### src/rtl/resolver_pkg.sv
package resolver_pkg;

  // Action codes (bits of each processor's request).
  localparam logic [1:0] ACT_OFFLINE = 2'b00;
  localparam logic [1:0] ACT_RESET   = 2'b01;
  localparam logic [1:0] ACT_CYCLE   = 2'b10;
  localparam logic [1:0] ACT_ONLINE  = 2'b11;

  // Target select codes.
  localparam logic [1:0] SEL_SELF  = 2'b00;
  localparam logic [1:0] SEL_RIGHT = 2'b01;
  localparam logic [1:0] SEL_LEFT  = 2'b10;
  localparam logic [1:0] SEL_BOTH  = 2'b11;

  typedef enum logic {RST_RUN, RST_ACTIVE} rstState_e;
  typedef enum logic {PWR_ON, PWR_OFF} pwrState_e;

  // Strobes from the vote path into the control machines, one per target.
  typedef struct packed {
    logic resetGo;
    logic cycleGo;
  } grant_t;

endpackage

### src/rtl/vote_path.sv
module vote_path
  import resolver_pkg::*;
#(
  parameter int NUM_PROC     = 3,
  parameter int VOTES_NEEDED = 2
) (
  input  logic [2*NUM_PROC-1:0]  actCode,
  input  logic [2*NUM_PROC-1:0]  devSel,
  input  logic [NUM_PROC-1:0]    powered,
  output grant_t [NUM_PROC-1:0]  grants,
  output logic [NUM_PROC-1:0]    online
);

  logic [NUM_PROC-1:0] voting;
  logic [NUM_PROC-1:0] peerReset;   // reset vote aimed at peers
  logic [NUM_PROC-1:0] peerCycle;   // power-cycle vote aimed at peers
  logic [NUM_PROC-1:0] selfCycle;   // immediate cycle of the voter itself
  logic [NUM_PROC-1:0] cycleAll;    // reset-self reinterpreted as cycle-all
  logic [NUM_PROC-1:0] peerMask [NUM_PROC];

  // Per-voter decode.
  for (genvar j = 0; j < NUM_PROC; j++) begin : g_voter
    localparam int RIGHT = (j + 1) % NUM_PROC;
    localparam int LEFT  = (j + NUM_PROC - 1) % NUM_PROC;
    logic [1:0] act;
    logic [1:0] sel;
    logic       isSelf;

    assign act    = actCode[2*j +: 2];
    assign sel    = devSel[2*j +: 2];
    assign isSelf = (sel == SEL_SELF);

    assign voting[j]    = powered[j] && (act != ACT_OFFLINE);
    assign online[j]    = voting[j];
    assign peerReset[j] = voting[j] && (act == ACT_RESET) && !isSelf;
    assign peerCycle[j] = voting[j] && (act == ACT_CYCLE) && !isSelf;
    assign selfCycle[j] = voting[j] && (act == ACT_CYCLE) && isSelf;
    assign cycleAll[j]  = voting[j] && (act == ACT_RESET) && isSelf;

    always_comb begin
      peerMask[j] = '0;
      if (sel[0]) peerMask[j][RIGHT] = 1'b1;
      if (sel[1]) peerMask[j][LEFT]  = 1'b1;
    end
  end

  // Per-target tally.
  for (genvar t = 0; t < NUM_PROC; t++) begin : g_target
    logic [NUM_PROC-1:0] resetCol;
    logic [NUM_PROC-1:0] cycleCol;
    logic                cycleWin;

    always_comb begin
      for (int j = 0; j < NUM_PROC; j++) begin
        resetCol[j] = peerReset[j] && peerMask[j][t];
        cycleCol[j] = peerCycle[j] && peerMask[j][t];
      end
    end

    assign cycleWin = selfCycle[t] || (|cycleAll) ||
                      ($countones(cycleCol) >= VOTES_NEEDED);

    assign grants[t].cycleGo = cycleWin;
    // A power-cycle overrides a reset granted against the same target.
    assign grants[t].resetGo = !cycleWin &&
                               ($countones(resetCol) >= VOTES_NEEDED);
  end

endmodule

### src/rtl/proc_ctrl.sv
module proc_ctrl
  import resolver_pkg::*;
#(
  parameter int NUM_PROC  = 3,
  parameter int SYNC_LEN  = 2
) (
  input  logic                   clk,
  input  logic                   rstN,
  input  grant_t [NUM_PROC-1:0]  grants,
  input  logic [NUM_PROC-1:0]    curOff,
  input  logic [NUM_PROC-1:0]    ocFault,
  output logic [NUM_PROC-1:0]    powered,
  output logic [NUM_PROC-1:0]    procReset,
  output logic [NUM_PROC-1:0]    powerEn
);

  for (genvar i = 0; i < NUM_PROC; i++) begin : g_proc
    logic [SYNC_LEN-1:0] ocSync;
    logic                ocSeen;
    pwrState_e           pwrQ, pwrD;
    rstState_e           rstQ, rstD;

    always_ff @(posedge clk or negedge rstN) begin
      if (!rstN) ocSync <= '0;
      else       ocSync <= {ocSync[SYNC_LEN-2:0], ocFault[i]};
    end
    assign ocSeen = ocSync[SYNC_LEN-1];

    // Power machine: fault or granted cycle turns it off; it returns only
    // once the cycle is withdrawn and the supply is confirmed down.
    always_comb begin
      pwrD = pwrQ;
      unique case (pwrQ)
        PWR_ON:  if (ocSeen || grants[i].cycleGo) pwrD = PWR_OFF;
        PWR_OFF: if (!ocSeen && !grants[i].cycleGo && curOff[i]) pwrD = PWR_ON;
        default: pwrD = PWR_OFF;
      endcase
    end

    // Reset machine: held while granted, minimum one cycle, cleared when off.
    always_comb begin
      if (pwrD == PWR_OFF)         rstD = RST_RUN;
      else if (grants[i].resetGo)  rstD = RST_ACTIVE;
      else                         rstD = RST_RUN;
    end

    always_ff @(posedge clk or negedge rstN) begin
      if (!rstN) begin
        pwrQ <= PWR_ON;
        rstQ <= RST_RUN;
      end else begin
        pwrQ <= pwrD;
        rstQ <= rstD;
      end
    end

    assign powered[i]   = (pwrQ == PWR_ON);
    assign powerEn[i]   = (pwrQ == PWR_ON);
    assign procReset[i] = (rstQ == RST_ACTIVE);
  end

endmodule

### src/rtl/resolver_top.sv
module resolver_top
  import resolver_pkg::*;
#(
  parameter int NUM_PROC     = 3,
  parameter int VOTES_NEEDED = 2
) (
  input  logic                  clk,
  input  logic                  rstN,
  input  logic [2*NUM_PROC-1:0] actCode,
  input  logic [2*NUM_PROC-1:0] devSel,
  input  logic [NUM_PROC-1:0]   curOff,
  input  logic [NUM_PROC-1:0]   ocFault,
  output logic [NUM_PROC-1:0]   procReset,
  output logic [NUM_PROC-1:0]   powerEn,
  output logic [NUM_PROC-1:0]   online
);

  grant_t [NUM_PROC-1:0] grants;
  logic [NUM_PROC-1:0]   powered;

  vote_path #(
    .NUM_PROC(NUM_PROC),
    .VOTES_NEEDED(VOTES_NEEDED)
  ) u_vote (
    .actCode(actCode),
    .devSel(devSel),
    .powered(powered),
    .grants(grants),
    .online(online)
  );

  proc_ctrl #(
    .NUM_PROC(NUM_PROC),
    .SYNC_LEN(2)
  ) u_ctrl (
    .clk(clk),
    .rstN(rstN),
    .grants(grants),
    .curOff(curOff),
    .ocFault(ocFault),
    .powered(powered),
    .procReset(procReset),
    .powerEn(powerEn)
  );

endmodule

### config.mk
export PLATFORM = sky130hd
export DESIGN_NAME = resolver_top
export DESIGN_NICKNAME = d
export VERILOG_FILES = /design/src/rtl/resolver_pkg.sv /design/src/rtl/vote_path.sv /design/src/rtl/proc_ctrl.sv /design/src/rtl/resolver_top.sv
export SDC_FILE = /design/constraint.sdc
export NUM_CORES = 1
export LEC_CHECK = 0
export CAP_MARGIN = 20
export CORE_UTILIZATION = 41
export DETAILED_ROUTE_END_ITERATION = 16
export GPL_ROUTABILITY_DRIVEN = 0
export HOLD_SLACK_MARGIN = 0.06
export PLACE_DENSITY = 0.87
export SLEW_MARGIN = 20
export SYNTH_ARGS = -nofsm -noshare
export SYNTH_HDL_FRONTEND = slang
export SYNTH_SLANG_ARGS = --single-unit
### constraint.sdc
create_clock -name clk -period 2.5 [get_ports clk]
set_clock_uncertainty 0.05 [all_clocks]
set_input_delay 0.5 -clock clk [delete_from_list [all_inputs] [get_ports clk]]
set_output_delay 0.5 -clock clk [all_outputs]
set_load 0.005 [all_outputs]
# Word level (Yosys, flattened, before mapping)
# Cells that the tools add are included.
# classes
n_addsub	6
multipliers	0
div	0
n_lt_le_gt_ge	6
eq_ne	6
shifts	0
n_mux	21
bitwise	3
n_reduce_logical	67
# ops
cell	count
32-bit by 3-bit >= comparator with 1-bit output (second input constant)	6
1-bit logical AND	42
1-bit two-way mux	18
1-bit by 1-bit adder with 2-bit output	6
1-bit logical NOT	9
1-bit logical OR	9
2-bit by 1-bit == test with 1-bit output (second input constant)	3
2-bit == test (second input constant)	3
2-bit logical NOT	3
1-bit one-hot mux with 2 select lines	3
2-bit nonzero test	3
1-bit inverter	3
3-bit OR reduction	1
# word_totals
reg_bits	12
latch_bits	0
ramBits	0
rom_bits	0
out_inout_bits	9
wordCells	118
n_memories	0

# Longest topological paths before layout
# depth
depth_word	14
ltp_mapped	4
ltp_nobuf	4

# Modules after synthesis
# From an unflattened synthesis, not the netlist that was laid out.
# unflattened
cells_unflattened	65
area_unflattened_um2	663.1
# modules_own_cells
mod	instances	cells_per_inst	area_per_inst_um2	seq_area_each_um2
proc_ctrl	1	30	412.9	300.3
vote_path	1	35	250.2	0.0

# Worst setup path after synthesis
# No wires, ideal clock.
# synth_timing
path_kind	input to register
start	input port actCode[1]
end	register u_ctrl.g_proc[0].pwrQ
setup_time_ps	131
t_arrival_ps	1256
required_ps	2319
setup_slack_ps	1063
path_stages	4
n_path_buf	0
path_cell_list	nor2b_1 -> a221oi_1 -> nand2_1 -> or3_1
# synth_between
elab_chain_cells	12
# synth_rtl
element	line	rtl
from (decl)	resolver_top.sv:9	input logic [2*NUM_PROC-1:0] actCode,
2-bit nonzero test	vote_path.sv:33	assign voting[j] = powered[j] && (act != ACT_OFFLINE);
1-bit logical AND	vote_path.sv:33	
1-bit logical AND (2 in a row)	vote_path.sv:38	assign cycleAll[j] = voting[j] && (act == ACT_RESET) && isSelf;
3-bit OR reduction	vote_path.sv:60	assign cycleWin = selfCycle[t] || (|cycleAll) ||
1-bit logical OR * (2 in a row)	vote_path.sv:60	
1-bit logical NOT	proc_ctrl.sv:35	PWR_OFF: if (!ocSeen && !grants[i].cycleGo && curOff[i]) pwrD = PWR_ON;
1-bit logical AND (2 in a row)	proc_ctrl.sv:35	
1-bit two-way mux	proc_ctrl.sv:35	
1-bit one-hot mux with 2 select lines *	proc_ctrl.sv:33	unique case (pwrQ)
named net u_ctrl.g_proc[0].pwrD	proc_ctrl.sv:20	pwrState_e pwrQ, pwrD;
to (signal assigned)	proc_ctrl.sv:52	pwrQ <= pwrD;
to (decl)	proc_ctrl.sv:20	
# Mark *: on every way through the listed nets, which the timed path passes. The rest lies on a longest branch.

# Worst setup path after layout
# layout_timing
start	input port actCode[5]
end	output port online[2]
# layout_between
elab_chain_cells	2
# layout_rtl
element	line	rtl
2-bit nonzero test	vote_path.sv:33	
1-bit logical AND	vote_path.sv:33	
to (decl)	resolver_top.sv:15	output logic [NUM_PROC-1:0] online
# No other way between the ends.

==> impl_metrics.ini <==
[run_status]
status = finished, final reports clean

[logic_synthesis]
yosysTopAreaCellShare_pct = 51.9
synthTopCellsByArea = dfrtp_1, nor2_1, buf_4
ys_seq_elements = 12
synthCells = 59
synth_area_um2 = 578
yosys.area_share.adder_pct = 0
synth_warnings = 0
ys_types = 22
synth_area_leader_cell = dfrtp_1
syn_area_per_cell_um2 = 9.80
synth_xor_area_share_pct = 0
synth_top_family_by_area = simple AND/OR/NAND/NOR gates
synth-simple-area-share_pct = 31.4
yosysSeqAreaShare_pct = 51.9
muxShareOfSynthArea_pct = 0
syn_nets = 79
synth-compound-area-share_pct = 8.87

[critical_path]
cp.required_ns = 1.95
worst-path-stages = 4
crit_path_end = online[2]
path_buf_inv = 2
critPathLaunch = actCode[5]
cp.arrival_ns = 1.66
critical_path_class = in2out
reg2reg_depth = 3
r2r-end = u_ctrl.g_proc[2].rstQ
cp-start-kind = primary input
crit_family = buffers and inverters
crit_fanout = 4
ff2ff_setup_slack_ns = 1.11
crit_path_end_kind = output port
cpPeakStageDelay_ns = 0.52
timing.rr.start = u_ctrl.g_proc[2].pwrQ
crit_slowest_cell = clkdlybuf4s50_1
crit_chain = clkdlybuf4s50_1 -> nor2_1 -> nor2_1 -> clkdlybuf4s50_1

[run]
cap_violations = 0

[timing]
grt_setup_unrepaired = false
max_freq_mhz = 452
setup_viol = 0
finalHoldViolations = 0
fin_tns_setup_ns = 0
fin_crit_sh_pct = 88.6
slew_headroom_pct = 65.8
holdWs_ns = 0.303
fin_crit_ns = 2.21
worst_pin_slew_ns = 0.512
final_max_slew_viol_count = 0

[cells_and_area]
post-route-cell-area_um2 = 891
nets = 109
layout.cells.non_filler = 103
utilization_pct = 68.5
drive_gt1_share_pct = 6.82
syn2layout_area_growth_pct = 54.1
diodes = 0

[floorplan]
num_io_pins = 29
die-height_um = 39.6
num_rows = 13
die_x_um = 39.6
start_util_pct = 44.4
die_area_um2 = 1560
coreArea_um2 = 1300

[cts]
cts_hold_buf = 0
cts_inserted_buffers = 3
clk_latency_ns = 0.27
clockBufferDepth = 2
htree_levels = 1
cts_setup_buffers = 0
cts_tree = yes
cts_sinks = 12
path_clk_slew_ns = 0.07
cts_resized = 0
cts_root_buffer = clkbuf_4

[routing]
drt-total-wl_um = 1190
vias_per_cell = 5.24
vias = 540
wl_per_cell_um = 11.6
ant_nets = 0
dr.pass1.iters = 4
route.detailed.drc = 0
drtIter0Drc = 10

[power]
ir_worst_vdd_uv = 353
power_density_nw_per_um2 = 496
power_leakage_nw = 0.381

[placed_design]
dp.cells = 99
portBuffers = 28
hpwl_um = 952
dpl_cell_area_um2 = 855

[global_routing]
overflow = 0
antenna_found_initial = 0
grt_pass1_vias = 431
grt_first_pass_wirelength_um = 1810
grt_max_degree = 13
grt_use_total_pct = 17.3

[hold_path]
min_path_type = reg2reg
==> where the power goes <==
part	internal (mW)	switching [mW]
combinational	0.0513	0.0295
clock	0.0883	0.0628
sequential	0.203	0.00752
total	0.342	0.0998
==> cell usage after synthesis <==
library cell / count
nor2_1: 9
a21oi_1: 1
nand4_1: 3
nor2b_1: 1
nand2_1: 3
nor3b_2: 1
o21ai_1: 1
buf_4: 3
a22o_1: 1
or3_1: 3
or3b_1: 1
inv_1: 6
a221oi_1: 1
dfrtp_1: 12
a221oi_2: 1
nand3_1: 2
and3b_1: 2
nor3_1: 2
o311ai_0: 1
and2_1: 1
nor3b_1: 2
nor4_1: 2
==> cells in the final DEF (no fill, tap or decap) <==
master           instances
o311ai_0                 1
nor4_1                   2
and3b_1                  2
and2_1                   1
clkbuf_4                 3
dfrtp_1                 12
clkdlybuf4s50_1         28
nor3b_1                  2
clkbuf_8                 1
nor2b_1                  1
a221oi_2                 1
or3_1                    3
nor2_1                   9
a22o_1                   1
or3b_1                   1
nor3_1                   2
nand2_1                  3
nand3_1                  2
o21ai_1                  1
inv_1                    6
a221oi_1                 1
nor3b_2                  1
a21oi_1                  1
nand4_1                  3
==> sequential cells by signal, indices dropped and copies added, names as in the netlist <==
name                  count
u_ctrl.g_proc.rstQ        3
u_ctrl.g_proc.ocSync      6
u_ctrl.g_proc.pwrQ        3
==> final cells by class <==
cell class	instances	area, µm²
inverter	6	22.5
fill	99	410
multi-input combinational	38	233
tap	15	18.8
timing repair buffer	28	280
sequential	12	300
clock buffer	4	36.3
==> how the worst min path moves through the flow <==
stage | startpoint | endpoint | slack, ns | depth (start not counted)
2_1_floorplan | rstN | u_ctrl.g_proc[0].ocSync[0] | 0.15 | 0
3_3_place_gp | u_ctrl.g_proc[2].ocSync[0] | u_ctrl.g_proc[2].ocSync[1] | 0.28 | 0
3_5_place_dp | u_ctrl.g_proc[1].ocSync[0] | u_ctrl.g_proc[1].ocSync[1] | 0.29 | 0
4_1_cts | u_ctrl.g_proc[1].ocSync[0] | u_ctrl.g_proc[1].ocSync[1] | 0.30 | 0
5_1_grt | u_ctrl.g_proc[2].ocSync[0] | u_ctrl.g_proc[2].ocSync[1] | 0.31 | 0
6_report | u_ctrl.g_proc[1].ocSync[0] | u_ctrl.g_proc[1].ocSync[1] | 0.30 | 0
==> worst reg2reg max path, stage by stage (launching register included) <==
cell and delay (ns):
dfrtp_1 0.44, nor3b_1 0.39, a22o_1 0.30, nor4_1 0.08
==> routing by layer <==
| metal | part of all wire [%] | track usage [%] | routed length [µm] | vias up |
|---|---|---|---|---|
| met5 | 0 | 0 | 0 | - |
| met4 | 0 | 3.45 | 0 | 0 |
| met3 | 7.5 | 3.41 | 90 | 0 |
| met2 | 48 | 28.3 | 570 | 31 |
| met1 | 45 | 23.6 | 533 | 242 |
| li1 | - | - | - | 267 |
==> logic make-up after synthesis <==
family	count (synthesis)
DFF	12
and+or+nand+nor	32
AOI/OAI and AO/OA	6
buffers and inverters	9
==> through the flow <==
stage | setup WS, ns | total power [mW]
global route | 0.219 | 0.466
CTS | 0.283 | 0.446
global placement | 0.310 | 0.293
finish | 0.285 | 0.442
floorplan | 1.06 | 0.237
detailed placement | 0.284 | 0.295
(Power assumes the default switching activity.)
